[src/rtl/gf2m_div_pkg.sv]
package gf2m_div_pkg;

   typedef enum logic {ST_IDLE, ST_RUN} div_state_e;

   function automatic int unsigned div_latency(input int unsigned m);
      return 5 * m - 4;
   endfunction

   function automatic int unsigned div_steps(input int unsigned m);
      return 2 * m;
   endfunction

endpackage

[src/rtl/gf2m_div_slice.sv]
module gf2m_div_slice (
   input  logic odd,
   input  logic swap,
   input  logic red,
   input  logic a_hi,
   input  logic b_hi,
   input  logic u_hi,
   input  logic v_hi,
   input  logic p_hi,
   input  logic a_cur,
   input  logic b_cur,
   input  logic u_cur,
   input  logic v_cur,
   output logic a_nx,
   output logic b_nx,
   output logic u_nx,
   output logic v_nx
);
   // A <- (A + odd*B)/t ; U <- (U + odd*V + red*P)/t ; swap moves old A,U into B,V
   always_comb begin
      a_nx = a_hi ^ (odd & b_hi);
      u_nx = u_hi ^ (odd & v_hi) ^ (red & p_hi);
      b_nx = swap ? a_cur : b_cur;
      v_nx = swap ? u_cur : v_cur;
   end
endmodule

[src/rtl/gf2m_div_ctrl.sv]
module gf2m_div_ctrl
   import gf2m_div_pkg::*;
#(
   parameter int unsigned M = 8
) (
   input  logic clk,
   input  logic rst_n,
   input  logic start_i,
   input  logic a_lsb,
   output logic load_o,
   output logic step_o,
   output logic swap_o,
   output logic fire_o
);
   localparam int unsigned LAT   = div_latency(M);
   localparam int unsigned STEPS = div_steps(M);
   localparam int unsigned CW    = $clog2(LAT + 1);
   localparam int unsigned DW    = $clog2(2 * M + 2) + 1;
   localparam logic [CW-1:0] CNT_STEPS = CW'(STEPS);
   localparam logic [CW-1:0] CNT_LAST  = CW'(LAT);

   div_state_e              state_q;
   logic [CW-1:0]           cnt_q;
   logic signed [DW-1:0]    delta_q;
   logic signed [DW-1:0]    delta_nx;

   always_comb begin
      load_o   = (state_q == ST_IDLE) && start_i;
      step_o   = (state_q == ST_RUN) && (cnt_q <= CNT_STEPS);
      swap_o   = step_o && a_lsb && delta_q[DW-1];
      fire_o   = (state_q == ST_RUN) && (cnt_q == CNT_LAST);
      delta_nx = swap_o ? (-delta_q - DW'(1)) : (delta_q - DW'(1));
   end

   always_ff @(posedge clk or negedge rst_n) begin
      if (!rst_n) begin
         state_q <= ST_IDLE;
         cnt_q   <= '0;
         delta_q <= '0;
      end else if (load_o) begin
         state_q <= ST_RUN;
         cnt_q   <= CW'(1);
         delta_q <= -DW'(1);
      end else if (state_q == ST_RUN) begin
         if (fire_o) begin
            state_q <= ST_IDLE;
            cnt_q   <= '0;
         end else begin
            cnt_q <= cnt_q + CW'(1);
         end
         if (step_o) delta_q <= delta_nx;
      end
   end
endmodule

[src/rtl/gf2m_lsb_divider.sv]
module gf2m_lsb_divider
   import gf2m_div_pkg::*;
#(
   parameter int unsigned M = 8
) (
   input  logic         clk,
   input  logic         rst_n,
   input  logic         start_i,
   input  logic [M-1:0] dividend_i,
   input  logic [M-1:0] divisor_i,
   input  logic [M-1:0] poly_i,
   output logic         done_o,
   output logic         err_o,
   output logic [M-1:0] quot_o
);
   if (M < 2) begin : g_bad_width
      $error("gf2m_lsb_divider: M must be at least 2");
   end

   logic [M-1:0] a_q, u_q, v_q;
   logic [M:0]   b_q;
   logic [M-1:1] p_q;
   logic         bad_q;
   logic [M-1:0] a_nx, u_nx, v_nx, b_lo_nx;
   logic         load, step, swap, fire, odd, red;

   assign odd = a_q[0];
   assign red = u_q[0] ^ (odd & v_q[0]);

   gf2m_div_ctrl #(.M(M)) u_ctrl (
      .clk    (clk),
      .rst_n  (rst_n),
      .start_i(start_i),
      .a_lsb  (odd),
      .load_o (load),
      .step_o (step),
      .swap_o (swap),
      .fire_o (fire)
   );

   for (genvar i = 0; i < M; i++) begin : g_slice
      logic a_hi, b_hi, u_hi, v_hi, p_hi;
      if (i == M - 1) begin : g_top
         assign a_hi = 1'b0;
         assign b_hi = b_q[M];
         assign u_hi = 1'b0;
         assign v_hi = 1'b0;
         assign p_hi = 1'b1;
      end else begin : g_mid
         assign a_hi = a_q[i+1];
         assign b_hi = b_q[i+1];
         assign u_hi = u_q[i+1];
         assign v_hi = v_q[i+1];
         assign p_hi = p_q[i+1];
      end
      gf2m_div_slice u_pe (
         .odd  (odd),
         .swap (swap),
         .red  (red),
         .a_hi (a_hi),
         .b_hi (b_hi),
         .u_hi (u_hi),
         .v_hi (v_hi),
         .p_hi (p_hi),
         .a_cur(a_q[i]),
         .b_cur(b_q[i]),
         .u_cur(u_q[i]),
         .v_cur(v_q[i]),
         .a_nx (a_nx[i]),
         .b_nx (b_lo_nx[i]),
         .u_nx (u_nx[i]),
         .v_nx (v_nx[i])
      );
   end

   always_ff @(posedge clk or negedge rst_n) begin
      if (!rst_n) begin
         a_q   <= '0;
         b_q   <= '0;
         u_q   <= '0;
         v_q   <= '0;
         p_q   <= '0;
         bad_q <= 1'b0;
      end else if (load) begin
         a_q   <= divisor_i;
         b_q   <= {1'b1, poly_i};
         u_q   <= dividend_i;
         v_q   <= '0;
         p_q   <= poly_i[M-1:1];
         bad_q <= (divisor_i == '0) || !poly_i[0];
      end else if (step) begin
         a_q <= a_nx;
         b_q <= {b_q[M] & ~swap, b_lo_nx};
         u_q <= u_nx;
         v_q <= v_nx;
      end
   end

   always_ff @(posedge clk or negedge rst_n) begin
      if (!rst_n) begin
         done_o <= 1'b0;
         err_o  <= 1'b0;
         quot_o <= '0;
      end else begin
         done_o <= fire;
         err_o  <= fire && bad_q;
         if (fire) quot_o <= bad_q ? '0 : v_q;
      end
   end
endmodule

[config.mk]
export PLATFORM = sky130hd
export DESIGN_NAME = gf2m_lsb_divider
export DESIGN_NICKNAME = d
export VERILOG_FILES = /design/src/rtl/gf2m_div_pkg.sv /design/src/rtl/gf2m_div_slice.sv /design/src/rtl/gf2m_div_ctrl.sv /design/src/rtl/gf2m_lsb_divider.sv
export SDC_FILE = /design/constraint.sdc
export NUM_CORES = 1
export LEC_CHECK = 0
export ABC_CLOCK_PERIOD_IN_PS = 4700
export BUFFER_PORTS_ARGS = -buffer_cell sky130_fd_sc_hd__buf_4
export CAP_MARGIN = 5
export CORE_MARGIN = 2
export CORE_UTILIZATION = 35
export DETAILED_ROUTE_END_ITERATION = 7
export MAX_ROUTING_LAYER = met4
export PLACE_DENSITY = 0.55
export SLEW_MARGIN = 20
export SYNTH_ARGS = -nofsm -noshare
export SYNTH_HDL_FRONTEND = slang
export SYNTH_SLANG_ARGS = --single-unit
[constraint.sdc]
create_clock -name clk -period 4.7 [get_ports clk]
set_input_delay 0.47 -clock clk [delete_from_list [all_inputs] [get_ports clk]]
set_output_delay 0.47 -clock clk [all_outputs]
set_load 0.02 [all_outputs]
==> flow_summary.toml <==
[run_status]
status = "complete, no violations"

[setup_path]
ff2ff_setup_slack_ns = 2.22
cp-start-kind = "flip-flop"
reg2reg_to = "v_q[0]"
path_max_fanout = 26
cp-end-kind = "flip-flop"
r2r_start = "u_ctrl.cnt_q[0]"
crit_required_ns = 4.88
reg2regPathDepth = 7
path_class = "flip-flop to flip-flop"
arrival_ns = 2.66

[hold_path]
hold_path.class = "input pin to asynchronous set/reset pin"

[cells_and_area]
area_growth_pct = 15.3
antennaDiodeCount = 0
final_area_um2 = 3780
regArea_um2 = 1580
multi_input_area_um2 = 1550
nFillCells = 934
final_cells = 524
final_nets = 438
drive_gt1_frac = 0.148

[die]
io_pins = 37
row_count = 35
die_x_um = 101
initial_core_util = 0.359
die_h_um = 101
fp.dieArea_um2 = 10200
core_um2 = 9150

[place]
dp_cells = 508
io_buffers = 36
post_dp_cell_area_um2 = 3590
post-place-ws_ns = 2.22
gp_congestion = 0.810
hpwl_mm = 5.20

[timing]
clock-skew-final_ns = 0.00688
worst_slack_ns = 2.22
hold_viol = 0
max_freq_mhz = 404
min_period_ns = 2.48
fin_crit_sh = 0.527
setup_viol = 0
fin_tns_setup_ns = 0
rsz0062_at_grt = "false"
slew_violations = 0
slew_headroom = 0.311
max_slew.worst_pin.slew_ns = 1.03

[yosys]
synthCells = 383
yosysUniqueCellTypes = 46
netlist_area_um2 = 3280
avgSynthCellArea_um2 = 8.57
synth_fp_nets = 413
seq_area_frac_synth = 0.480
ys_seq_elements = 63
ys_warn_count = 0

[global_route]
grt_pass1_wl_mm = 12.8
grt_pass1_vias = 2615
grt_antenna_before_repair = 0
overflow = 0
grt_max_degree = 64
grt_util_all_layers = 0.168

[power_and_ir_drop]
power.leakage_nw = 1.74
ir_drop_uv = 186
cellPowerDensity_nw_per_um2 = 661

[routing]
via_per_inst = 5.22
drc = 0
drtPass1Iterations = 4
drtAntennaViolNets = 0
post_drt_wl_per_cell_um = 14.9
vias = 2737
routed_wl_mm = 7.81
first_iter_violations = 128

[clocking]
cts_tree = "built"
numCtsBuffers = 9
postCtsSetupBuffers = 0
ctsHoldBuffers = 0
clock_sinks = 63
clk_transition_reported_paths_ns = 0.07
ctsHtreeMaxLevel = 3
clk_latency_ns = 0.34
root_buffer = "clkbuf_8"
post_cts_resized = 0
clockBufferDepth = 2

[flow_run]
max_cap_violations = 0
[metal layers]
metal,global-route usage,part of all wire,vias up
met2,0.252,0.46,49
met3,0.0277,0.031,12
met1,0.227,0.49,1318
li1,-,-,1358
met4,0.0664,0.017,0
met5,-,0,-
[cell usage after synthesis, drive strengths merged]
cell type | n | area share
nand2 | 104 | 0.12
dfrtp | 63 | 0.48
o21ai | 41 | 0.064
a21oi | 24 | 0.038
nor2 | 18 | 0.022
buf | 17 | 0.029
xor2 | 14 | 0.037
and3 | 11 | 0.021
inv | 10 | 0.011
nand3 | 9 | 0.014
a211oi | 8 | 0.018
nand2b | 8 | 0.015
a221o | 7 | 0.021
clkbuf | 7 | 0.0080
nand3b | 6 | 0.014
xnor2 | 5 | 0.013
nor3 | 4 | 0.0061
ha | 3 | 0.011
a32oi | 2 | 0.0053
nand4b | 2 | 0.0053
nor3b | 2 | 0.0061
nor4 | 2 | 0.0038
o22ai | 2 | 0.0038
a211o | 1 | 0.0027
a22o | 1 | 0.0027
a22oi | 1 | 0.0023
a31oi | 1 | 0.0019
a32o | 1 | 0.0030
and2b | 1 | 0.0023
clkinv | 1 | 0.0011
nand4 | 1 | 0.0019
nor2b | 1 | 0.0019
o211a | 1 | 0.0030
o21a | 1 | 0.0023
o221ai | 1 | 0.0027
o31ai | 1 | 0.0038
or3 | 1 | 0.0019
[stage by stage]
step                      power, mW  hold WS [ns]  utilization
final                          2.50         0.211        0.414
after global routing           2.71         0.295        0.414
after CTS                      2.52         0.249        0.414
after detailed placement       2.06         0.470        0.392
after global placement         2.02         0.462        0.392
after floorplan                1.79         0.174            -
[sequential cells by signal, summed over array words and instances (netlist names)]
register        count
u_ctrl.state_q      1
u_q                 8
v_q                 8
p_q                 7
done_o              1
a_q                 8
u_ctrl.delta_q      6
bad_q               1
u_ctrl.cnt_q        6
err_o               1
b_q                 8
quot_o              8
[where the power goes]
part	switching, mW	total (mW)	internal, mW
registers	0.274	1.06	0.784
logic	0.558	0.985	0.428
clock network	0.211	0.460	0.249
[area by class of cell]
cell class | count | area share
Clock inverter | 2 | 0.00331
Inverter | 11 | 0.0109
Multi-Input combinational cell | 285 | 0.409
Timing Repair Buffer | 38 | 0.0754
Sequential cell | 63 | 0.417
Clock buffer | 14 | 0.0483
Tap cell | 111 | 0.0367
[cell usage in the layout, fill, tap and decap left out, types with 8 or more instances in the layout]
| cell type | Yosys | routed |
|---|---|---|
| nand2_1 | 104 | 104 |
| clkbuf_8 | 0 | 13 |
| buf_4 | 2 | 38 |
| a21oi_1 | 23 | 23 |
| nand3_1 | 9 | 9 |
| o21ai_0 | 23 | 23 |
| o21ai_1 | 17 | 17 |
| nand2b_1 | 8 | 8 |
| nor2_1 | 16 | 16 |
| dfrtp_1 | 63 | 63 |
| and3_1 | 11 | 11 |
| inv_1 | 9 | 9 |
| a211oi_1 | 8 | 8 |
| xor2_1 | 14 | 14 |
[cells by family (layout without fill, tap and decap cells)]
logic type,Yosys count,in the layout,share of synthesized area
buf+inv,35,65,0.0492
fa+ha+maj,3,3,0.0114
flops,63,63,0.480
simple gates,170,170,0.234
xor+xnor,19,19,0.0507
compound gates,93,93,0.175
[worst max-delay path by stage]
stage	start	to	depth (start not counted)
2_1_floorplan	u_ctrl.cnt_q[0]	a_q[2]	8
3_3_place_gp	u_ctrl.cnt_q[0]	v_q[0]	7
3_5_place_dp	u_ctrl.cnt_q[0]	v_q[0]	7
4_1_cts	u_ctrl.cnt_q[0]	v_q[0]	7
5_1_grt	u_ctrl.cnt_q[0]	v_q[4]	7
6_report	u_ctrl.cnt_q[0]	v_q[0]	7
[worst max-delay path, stage by stage (launching register included)]
cell and delay, ns:
dfrtp_1 0.40, inv_1 0.06, ha_1 0.21, nor3b_2 0.17, o21ai_2 0.80, nor2_2 0.42, nand2_1 0.15, o21ai_0 0.10
Note: power is estimated with default switching activity, not from simulation.
